`config.mk`:
```
export PLATFORM = sky130hd
export DESIGN_NAME = rxid_matcher
export DESIGN_NICKNAME = d
export VERILOG_FILES = /design/src/rtl/rxm_pkg.sv /design/src/rtl/rxm_mask_store.sv /design/src/rtl/rxm_match_vec.sv /design/src/rtl/rxm_pick.sv /design/src/rtl/rxid_matcher.sv
export SDC_FILE = /design/constraint.sdc
export NUM_CORES = 2
export LEC_CHECK = 0
export BUFFER_PORTS_ARGS = -buffer_cell sky130_fd_sc_hd__buf_2
export CORE_AREA = 2 2 433 435
export DETAILED_ROUTE_END_ITERATION = 8
export DIE_AREA = 0 0 435 437
export HOLD_SLACK_MARGIN = 0.03
export PLACE_DENSITY_LB_ADDON = 0.15
export SYNTH_ARGS = -nofsm -noshare
export SYNTH_HDL_FRONTEND = slang
export SYNTH_SLANG_ARGS = --single-unit
```
`constraint.sdc`:
```
create_clock -name clk -period 2.2 [get_ports clk]
set_clock_uncertainty 0.1 [all_clocks]
set_input_delay 0.44 -clock clk [delete_from_list [all_inputs] [get_ports clk]]
set_output_delay 0.44 -clock clk [all_outputs]
set_load 0.02 [all_outputs]
```
`src/rtl/rxm_pkg.sv`:
```
package rxm_pkg;
    // Low bits of a legacy mask address (upper address bit set)
    typedef enum logic [1:0] {
        LMSK_GLOBAL = 2'd0,
        LMSK_DED_A  = 2'd1,
        LMSK_DED_B  = 2'd2
    } lmsk_sel_e;
endpackage

```
`src/rtl/rxm_mask_store.sv`:
```
module rxm_mask_store #(
    parameter int unsigned NUM_MB = 32,
    parameter int unsigned ID_W   = 29,
    parameter int unsigned AW     = 6
) (
    input  logic                   clk,
    input  logic                   rst_n,
    input  logic                   we_i,
    input  logic [AW-1:0]          addr_i,
    input  logic [ID_W-1:0]        data_i,
    input  logic                   indiv_mode_i,
    input  logic                   freeze_i,
    output logic [NUM_MB*ID_W-1:0] ind_o,
    output logic [ID_W-1:0]        glob_o,
    output logic [ID_W-1:0]        ded_a_o,
    output logic [ID_W-1:0]        ded_b_o
);
    import rxm_pkg::*;

    localparam int unsigned IW = AW - 1;

    logic [ID_W-1:0] ind_q [NUM_MB];
    logic [ID_W-1:0] glob_q, ded_a_q, ded_b_q;
    logic            leg_sel, ind_ok;

    assign leg_sel = addr_i[AW-1];
    assign ind_ok  = we_i && !leg_sel && indiv_mode_i && freeze_i;

    // Per-mailbox masks: plain storage, no reset
    always_ff @(posedge clk) begin
        if (ind_ok) begin
            ind_q[addr_i[IW-1:0]] <= data_i;
        end
    end

    always_ff @(posedge clk or negedge rst_n) begin
        if (!rst_n) begin
            glob_q  <= '1;
            ded_a_q <= '1;
            ded_b_q <= '1;
        end else if (we_i && leg_sel) begin
            case (addr_i[1:0])
                LMSK_GLOBAL: glob_q  <= data_i;
                LMSK_DED_A:  ded_a_q <= data_i;
                LMSK_DED_B:  ded_b_q <= data_i;
                default: ;
            endcase
        end
    end

    for (genvar g = 0; g < NUM_MB; g++) begin : g_flat
        assign ind_o[g*ID_W +: ID_W] = ind_q[g];
    end

    assign glob_o  = glob_q;
    assign ded_a_o = ded_a_q;
    assign ded_b_o = ded_b_q;
endmodule

```
`src/rtl/rxm_match_vec.sv`:
```
module rxm_match_vec #(
    parameter int unsigned NUM_MB = 32,
    parameter int unsigned ID_W   = 29,
    parameter int unsigned STD_W  = 11,
    parameter int unsigned DED_A  = 14,
    parameter int unsigned DED_B  = 15
) (
    input  logic [ID_W-1:0]        rx_id_i,
    input  logic                   rx_ext_i,
    input  logic [NUM_MB*ID_W-1:0] mb_id_i,
    input  logic [NUM_MB-1:0]      mb_ext_i,
    input  logic [NUM_MB-1:0]      mb_rx_act_i,
    input  logic                   indiv_mode_i,
    input  logic [NUM_MB*ID_W-1:0] ind_i,
    input  logic [ID_W-1:0]        glob_i,
    input  logic [ID_W-1:0]        ded_a_i,
    input  logic [ID_W-1:0]        ded_b_i,
    output logic [NUM_MB-1:0]      match_o
);
    localparam logic [ID_W-1:0] STD_SEL = {{STD_W{1'b1}}, {(ID_W-STD_W){1'b0}}};

    logic [ID_W-1:0] field_sel;
    assign field_sel = rx_ext_i ? '1 : STD_SEL;

    for (genvar g = 0; g < NUM_MB; g++) begin : g_mb
        logic [ID_W-1:0] leg_msk, msk, diff;
        if (g == DED_A) begin : g_a
            assign leg_msk = ded_a_i;
        end else if (g == DED_B) begin : g_b
            assign leg_msk = ded_b_i;
        end else begin : g_glob
            assign leg_msk = glob_i;
        end
        assign msk  = indiv_mode_i ? ind_i[g*ID_W +: ID_W] : leg_msk;
        assign diff = (rx_id_i ^ mb_id_i[g*ID_W +: ID_W]) & msk & field_sel;
        assign match_o[g] = mb_rx_act_i[g] && (rx_ext_i == mb_ext_i[g]) && (diff == '0);
    end
endmodule

```
`src/rtl/rxm_pick.sv`:
```
module rxm_pick #(
    parameter int unsigned NUM_MB = 32,
    parameter int unsigned IDX_W  = 5
) (
    input  logic [NUM_MB-1:0] match_i,
    input  logic [NUM_MB-1:0] free_i,
    input  logic              indiv_mode_i,
    output logic              hit_o,
    output logic [IDX_W-1:0]  idx_o
);
    logic [NUM_MB-1:0] avail;
    logic [IDX_W-1:0]  lo_avail, lo_match, hi_match;

    assign avail = match_i & free_i;

    always_comb begin
        lo_avail = '0;
        lo_match = '0;
        hi_match = '0;
        for (int i = NUM_MB - 1; i >= 0; i--) begin
            if (avail[i])   lo_avail = IDX_W'(i);
            if (match_i[i]) lo_match = IDX_W'(i);
        end
        for (int i = 0; i < NUM_MB; i++) begin
            if (match_i[i]) hi_match = IDX_W'(i);
        end
    end

    assign hit_o = |match_i;
    assign idx_o = !indiv_mode_i ? lo_match :
                   (|avail)      ? lo_avail : hi_match;
endmodule

```
`src/rtl/rxid_matcher.sv`:
```
module rxid_matcher #(
    parameter int unsigned NUM_MB = 32,
    parameter int unsigned ID_W   = 29,
    parameter int unsigned STD_W  = 11,
    parameter int unsigned DED_A  = 14,
    parameter int unsigned DED_B  = 15,
    localparam int unsigned IDX_W = $clog2(NUM_MB),
    localparam int unsigned AW    = IDX_W + 1
) (
    input  logic                   clk,
    input  logic                   rst_n,
    input  logic                   start_i,
    input  logic [ID_W-1:0]        rx_id_i,
    input  logic                   rx_ext_i,
    input  logic [NUM_MB*ID_W-1:0] mb_id_i,
    input  logic [NUM_MB-1:0]      mb_ext_i,
    input  logic [NUM_MB-1:0]      mb_rx_act_i,
    input  logic [NUM_MB-1:0]      mb_free_i,
    input  logic                   indiv_mode_i,
    input  logic                   freeze_i,
    input  logic                   msk_we_i,
    input  logic [AW-1:0]          msk_addr_i,
    input  logic [ID_W-1:0]        msk_data_i,
    output logic                   done_o,
    output logic                   hit_o,
    output logic [IDX_W-1:0]       idx_o
);
    typedef struct packed {
        logic              s1_vld;
        logic              s1_mode;
        logic [NUM_MB-1:0] s1_match;
        logic [NUM_MB-1:0] s1_free;
        logic              done;
        logic              hit;
        logic [IDX_W-1:0]  idx;
    } state_t;

    state_t st_d, st_q;

    logic [NUM_MB*ID_W-1:0] ind_msk;
    logic [ID_W-1:0]        glob_msk, ded_a_msk, ded_b_msk;
    logic [NUM_MB-1:0]      match_vec;
    logic                   pick_hit;
    logic [IDX_W-1:0]       pick_idx;

    rxm_mask_store #(.NUM_MB(NUM_MB), .ID_W(ID_W), .AW(AW)) u_store (
        .clk          (clk),
        .rst_n        (rst_n),
        .we_i         (msk_we_i),
        .addr_i       (msk_addr_i),
        .data_i       (msk_data_i),
        .indiv_mode_i (indiv_mode_i),
        .freeze_i     (freeze_i),
        .ind_o        (ind_msk),
        .glob_o       (glob_msk),
        .ded_a_o      (ded_a_msk),
        .ded_b_o      (ded_b_msk)
    );

    rxm_match_vec #(
        .NUM_MB(NUM_MB), .ID_W(ID_W), .STD_W(STD_W), .DED_A(DED_A), .DED_B(DED_B)
    ) u_match (
        .rx_id_i      (rx_id_i),
        .rx_ext_i     (rx_ext_i),
        .mb_id_i      (mb_id_i),
        .mb_ext_i     (mb_ext_i),
        .mb_rx_act_i  (mb_rx_act_i),
        .indiv_mode_i (indiv_mode_i),
        .ind_i        (ind_msk),
        .glob_i       (glob_msk),
        .ded_a_i      (ded_a_msk),
        .ded_b_i      (ded_b_msk),
        .match_o      (match_vec)
    );

    rxm_pick #(.NUM_MB(NUM_MB), .IDX_W(IDX_W)) u_pick (
        .match_i      (st_q.s1_match),
        .free_i       (st_q.s1_free),
        .indiv_mode_i (st_q.s1_mode),
        .hit_o        (pick_hit),
        .idx_o        (pick_idx)
    );

    always_comb begin
        st_d          = st_q;
        st_d.s1_vld   = start_i;
        st_d.s1_mode  = indiv_mode_i;
        st_d.s1_match = start_i ? match_vec : '0;
        st_d.s1_free  = mb_free_i;
        st_d.done     = st_q.s1_vld;
        st_d.hit      = st_q.s1_vld && pick_hit;
        st_d.idx      = (st_q.s1_vld && pick_hit) ? pick_idx : '0;
    end

    always_ff @(posedge clk or negedge rst_n) begin
        if (!rst_n) begin
            st_q <= '0;
        end else begin
            st_q <= st_d;
        end
    end

    assign done_o = st_q.done;
    assign hit_o  = st_q.hit;
    assign idx_o  = st_q.idx;
endmodule

```
-- After elaboration in Yosys (flattened, before gate mapping)
Memory sizes are Yosys's and may differ from the RTL's.
Cells that the tools add are included.
- register bits after elaboration: 160
- RAM bits: 928
- bits of input ports: 1095
- logic and storage cells: 384
- memories: 1
- memories (memory ; words ; width ; rd ports ; clocked after memory_dff ; wr ports ; RTL line ; source):
    u_store.ind_q ; 32 ; 29 ; 32 ; 0 ; 1 ; rxm_mask_store.sv:22 ; logic [ID_W-1:0] ind_q [NUM_MB];
- equality and inequality tests: 34
- multiplexer cells: 134
- bitwise logic cells: 97
- reduce and logical (&&, ||, !) cells: 108
- operator list (kind ; number):
    29-bit AND ; 64
    29-bit logical NOT ; 32
    29-bit two-way mux ; 32
    29-bit XOR ; 32
    5-bit two-way mux ; 83
    1-bit logical AND ; 69
    32-bit OR reduction ; 2
    32-bit AND ; 1
    1-bit equality test ; 32
    32-bit two-way mux ; 1
    4-bit two-way mux ; 8
    18-bit two-way mux ; 1
    3-bit two-way mux ; 4
    2-bit AND reduction ; 3
    2-bit two-way mux ; 2
    1-bit two-way mux ; 3
    2-bit by 1-bit equality test with 1-bit output (second input constant) ; 1
    2-bit equality test (second input constant) ; 1
    2-bit logical NOT ; 1
    1-bit logical NOT ; 1

-- Logic depth before layout (Yosys ltp)
- word-level depth: 36
- depth in mapped cells: 10
- mapped depth without buffers: 6

-- Hierarchy
Synthesis repeated with hierarchy kept, for this count alone.
- cells, all modules: 4679
- area, all modules: 55718.4 sq um
- by module, submodules not included (module ; instances ; cells each ; area each (sq um) ; seq. area each (sq um)):
    rxm_mask_store ; 1 ; 1165 ; 31620.3 ; 30152.7
    rxm_match_vec ; 1 ; 3187 ; 20704.9 ; 0.0
    rxid_matcher ; 1 ; 119 ; 2157.1 ; 1826.8
    rxm_pick ; 1 ; 208 ; 1236.2 ; 0.0

-- Worst setup path after synthesis
Ideal clock, no wire load.
- path kind: input -> register
- start point: input port indiv_mode_i
- end point: memory u_store.ind_q[15][0], enable pin
- library setup time: 0.415 ns
- data arrival time: 3.094 ns
- path slack: -1.409 ns
- stages on the path: 8
- path through: buf_6 > buf_2 > buf_4 > buf_2 > buf_4 > and4b_1 > nand3_1 > nor2_1
- word-level cells in the longest chain between the ends: 4
- ends and longest elaborated chain (what ; RTL line ; source):
    from (decl) ; rxid_matcher.sv:19 ; input logic indiv_mode_i,
    1-bit logical AND (2 in series) ; rxm_mask_store.sv:27 ; assign ind_ok = we_i && !leg_sel && indiv_mode_i && freeze_i;
    1-bit two-way mux ; rxm_mask_store.sv:31 ; if (ind_ok) begin
    1-bit two-way mux (implied by the code) ; rxm_mask_store.sv:32 ; ind_q[addr_i[IW-1:0]] <= data_i;
    to (decl) ; rxm_mask_store.sv:22 ;
No other way between the ends.

==> results_dict.tcl <==
set metrics [dict create \
    ys_ff_latch 1088 \
    cp_cell_sequence "nand2b_4, buf_12, a21oi_2, or4_4, nor3_4, buf_6, nand4_1, buf_4, a2111oi_4" \
    min_from "msk_data_i[23]" \
    die-area_mm2 0.1901 \
    synth-compound-area-share 0.1270 \
    first_iter_violations 5726 \
    status "finished with violations" \
    fill_cells 17930 \
    path_clk_slew_ns 0.06 \
    clk_latency_ns 0.80 \
    cts_tree "built" \
    post-dp-hpwl_um 236500 \
    critPathLaunchType "register" \
    peakVddDrop_v 0.0007672 \
    syn_nets 5794 \
    dp_cells 8812 \
    fin_tns_setup_ns -11.41 \
    via_per_inst 5.306 \
    wire_per_inst_um 33.55 \
    worst_pin_slew_ns 1.070 \
    drt-total-wl_um 307100 \
    first_pass_iters 5 \
    endpoint_kind "register" \
    critPathMaxStageDelay_ns 0.60 \
    core_area_mm2 0.1850 \
    netlist_instances 4699 \
    rr_startpoint "u_store.glob_o[10]$_DFFE_PN1P_" \
    fmax_mhz 367.9 \
    synth-simple-area-share 0.07852 \
    numClockSinks 1088 \
    yosysTopAreaCell "edfxtp_1" \
    path_class "register to register" \
    grt_usage 0.3114 \
    drc 0 \
    timing.final.crit_share 1.236 \
    hold_viol_final 0 \
    synth_top_area_share 0.5079 \
    syn_area_per_cell_um2 11.68 \
    port_buffers 1101 \
    synth_ff_type "edfxtp_1" \
    gp_congestion 0.9732 \
    synthArstFlopShare 0.1471 \
    hold_path_class "primary input to register" \
    rsz0062_at_grt "true" \
    synth_fa_ha_area_frac 0 \
    powerDensity_mw_per_mm2 751.8 \
    synth_top_family_by_area "XOR/XNOR gates" \
    period_needed_ns 2.718 \
    final_common_cell "buf_2" \
    syn_area_mm2 0.05486 \
    vias 48570 \
    worstPathMaxFanout 7 \
    violations "setup timing" \
    cts.htree.levels 3 \
    synth_xor_area_frac 0.1533 \
    instances_no_fill 9154 \
    setup_violations 33 \
    seqCellArea_mm2 0.03199 \
    ios 1102 \
    dieWidth_um 435 \
    synth-edff-count 928 \
    slowest_stage "or4_4" \
    drv_slew 0 \
    yosysWarnings 0 \
    cts_buffer_depth 3 \
    worstHoldEndpoint "u_store.ind_q[26][23]$_DFFE_PP_" \
    grt_overflow 0 \
    arrival_ns 3.27 \
    final_layout_size_suffix_gt1_frac 0.3934 \
    r2r_end "st_q[44]$_DFF_PN0_" \
    worst_ep_required_time_ns 2.75 \
    setup_slack_ns -0.5182 \
    die_h_um 437 \
    layout_common_cells "buf_2 (1,097), xnor2_1 (960), edfxtp_1 (928), a21oi_1 (858), buf_4 (688)" \
    grt_pass1_vias 47940 \
    synth_area_leaders "edfxtp_1 (51%), xnor2_1 (15%), a21oi_1 (8.1%)" \
    synthMuxAreaShare 0.02844 \
    numCtsBuffers 121 \
    drv_cap 0 \
    grt_max_degree 134 \
    area_growth_pct 41.12 \
    rr_worst_depth 9 \
    multi_input_area_mm2 0.02266 \
    initial_core_util 0.2965 \
    cts_root_buf "clkbuf_16" \
    ys_seq_area_frac 0.5829 \
    min_path_cells 2 \
    slew_headroom 0.2865 \
    row_count 158 \
    nets 7646 \
    reg2reg_slack_ns -0.52 \
    antenna_found_initial 27 \
    grt_pass1_wl_um 405200 \
    ant_nets 0 \
    synth_cell_types 60 \
    p_total_uw 58200 \
    power_leakage_uw 0.02858 \
]
critical path: cells and delay by family (launching register included):
family | cells | cell delay [ns]
AOI/OAI and AO/OA | 2 | 0.32
buffers and inverters | 3 | 0.57
DFF | 1 | 0.39
and+or+nand+nor | 4 | 1.19
per-stage QoR:
stage                     hold slack (ns)  setup slack (ns)    util  instance area [um2]
after CTS                         0.03604           -0.5746  0.4156                76900
final                             0.04850           -0.5182  0.4184                77420
after floorplan                   0.04441           -0.4281       -                55180
after global routing              0.03109           -0.5013  0.4183                77410
after global placement             0.2130            -1.373  0.3846                71170
after detailed placement           0.2127            -1.472  0.3846                71170
worst max path at each step:
stage	cells past startpoint	end	startpoint	slack, ns
2_1_floorplan	8	u_store.ind_q[31][0]$_DFFE_PP_	indiv_mode_i	-0.43
3_3_place_gp	11	st_q[48]$_DFF_PN0_	indiv_mode_i	-1.37
3_5_place_dp	10	st_q[48]$_DFF_PN0_	indiv_mode_i	-1.47
4_1_cts	10	st_q[44]$_DFF_PN0_	u_store.glob_o[3]$_DFFE_PN1P_	-0.57
5_1_grt	9	st_q[44]$_DFF_PN0_	u_store.glob_o[10]$_DFFE_PN1P_	-0.50
6_report	9	st_q[44]$_DFF_PN0_	u_store.glob_o[10]$_DFFE_PN1P_	-0.52
sequential cells by signal, indices dropped and copies added, names as in the netlist:
signal	flops
st_d	1
u_store.ded_a_o	29
hit_o	1
u_store.ind_q	928
st_q	65
idx_o	5
done_o	1
u_store.glob_o	29
u_store.ded_b_o	29
area by class of cell:
| type | instances | share of cell area |
|---|---|---|
| flip-flops and latches | 1088 | 0.4131 |
| multi-input cells | 3248 | 0.2926 |
| diodes | 16 | 0.0005171 |
| clock buffers | 176 | 0.04509 |
| well taps | 2480 | 0.04008 |
| repair buffers | 2078 | 0.2011 |
| clock inverters | 54 | 0.006771 |
| inverters | 14 | 0.0006787 |
cells by family (layout without fill, tap and decap cells):
family / Yosys count / after routing
other: 0 / 16
DFF: 1088 / 1088
AOI/OAI and AO/OA: 1214 / 1214
and+or+nand+nor: 929 / 929
buffers and inverters: 363 / 2322
muxes: 145 / 145
xor gates and xnor gates: 960 / 960
layer usage:
layer,part of all wire,vias up,GRT usage,routed length (um)
met3,0.070,527,0.04499,21370
met2,0.47,2538,0.5046,143600
met1,0.40,24640,0.4027,123000
li1,-,20850,-,-
met5,0.00023,-,0,72
met4,0.062,10,0.1650,19070
cell usage after synthesis (3+ instances only):
library cell	count
o31ai_1	6
edfxtp_1	928
xnor2_1	960
a21oi_1	884
nand3b_1	3
nor4_1	102
o21ai_0	15
buf_4	17
nor3_1	42
nor2_1	58
nand3_1	14
nor2b_1	15
a21o_1	4
buf_1	31
clkbuf_1	172
a32oi_1	4
mux2_2	87
buf_2	121
a221oi_1	4
a22oi_1	10
nand4_1	33
mux2i_1	58
o211ai_1	3
inv_1	14
buf_6	8
a211oi_1	4
a22o_1	11
o22ai_1	179
dfrtp_1	73
a222oi_1	3
nand2b_1	19
a2111oi_2	32
dfstp_2	87
a31oi_1	7
or4_1	64
o2111ai_1	33
nand2_1	565
what timing repair did:
item / CTS / global route
pin swaps: 61 / 60
cloned: 4 / 0
buffers inserted: 30 / 22
hold buffers: 55 / 0
setup endpoints to repair: 36 / 37
hold endpoints to repair: 426 / 0
resized for setup: 176 / 76
power breakdown:
part           leakage [uW]  internal [uW]  total, uW  switching [uW]
Combinational        0.0164           6040      14200            8110
Sequential           0.0102          23100      23300             258
Clock               0.00195          11600      20700            9150
Total                0.0286          40700      58200           17500
(Power assumes the default switching activity.)
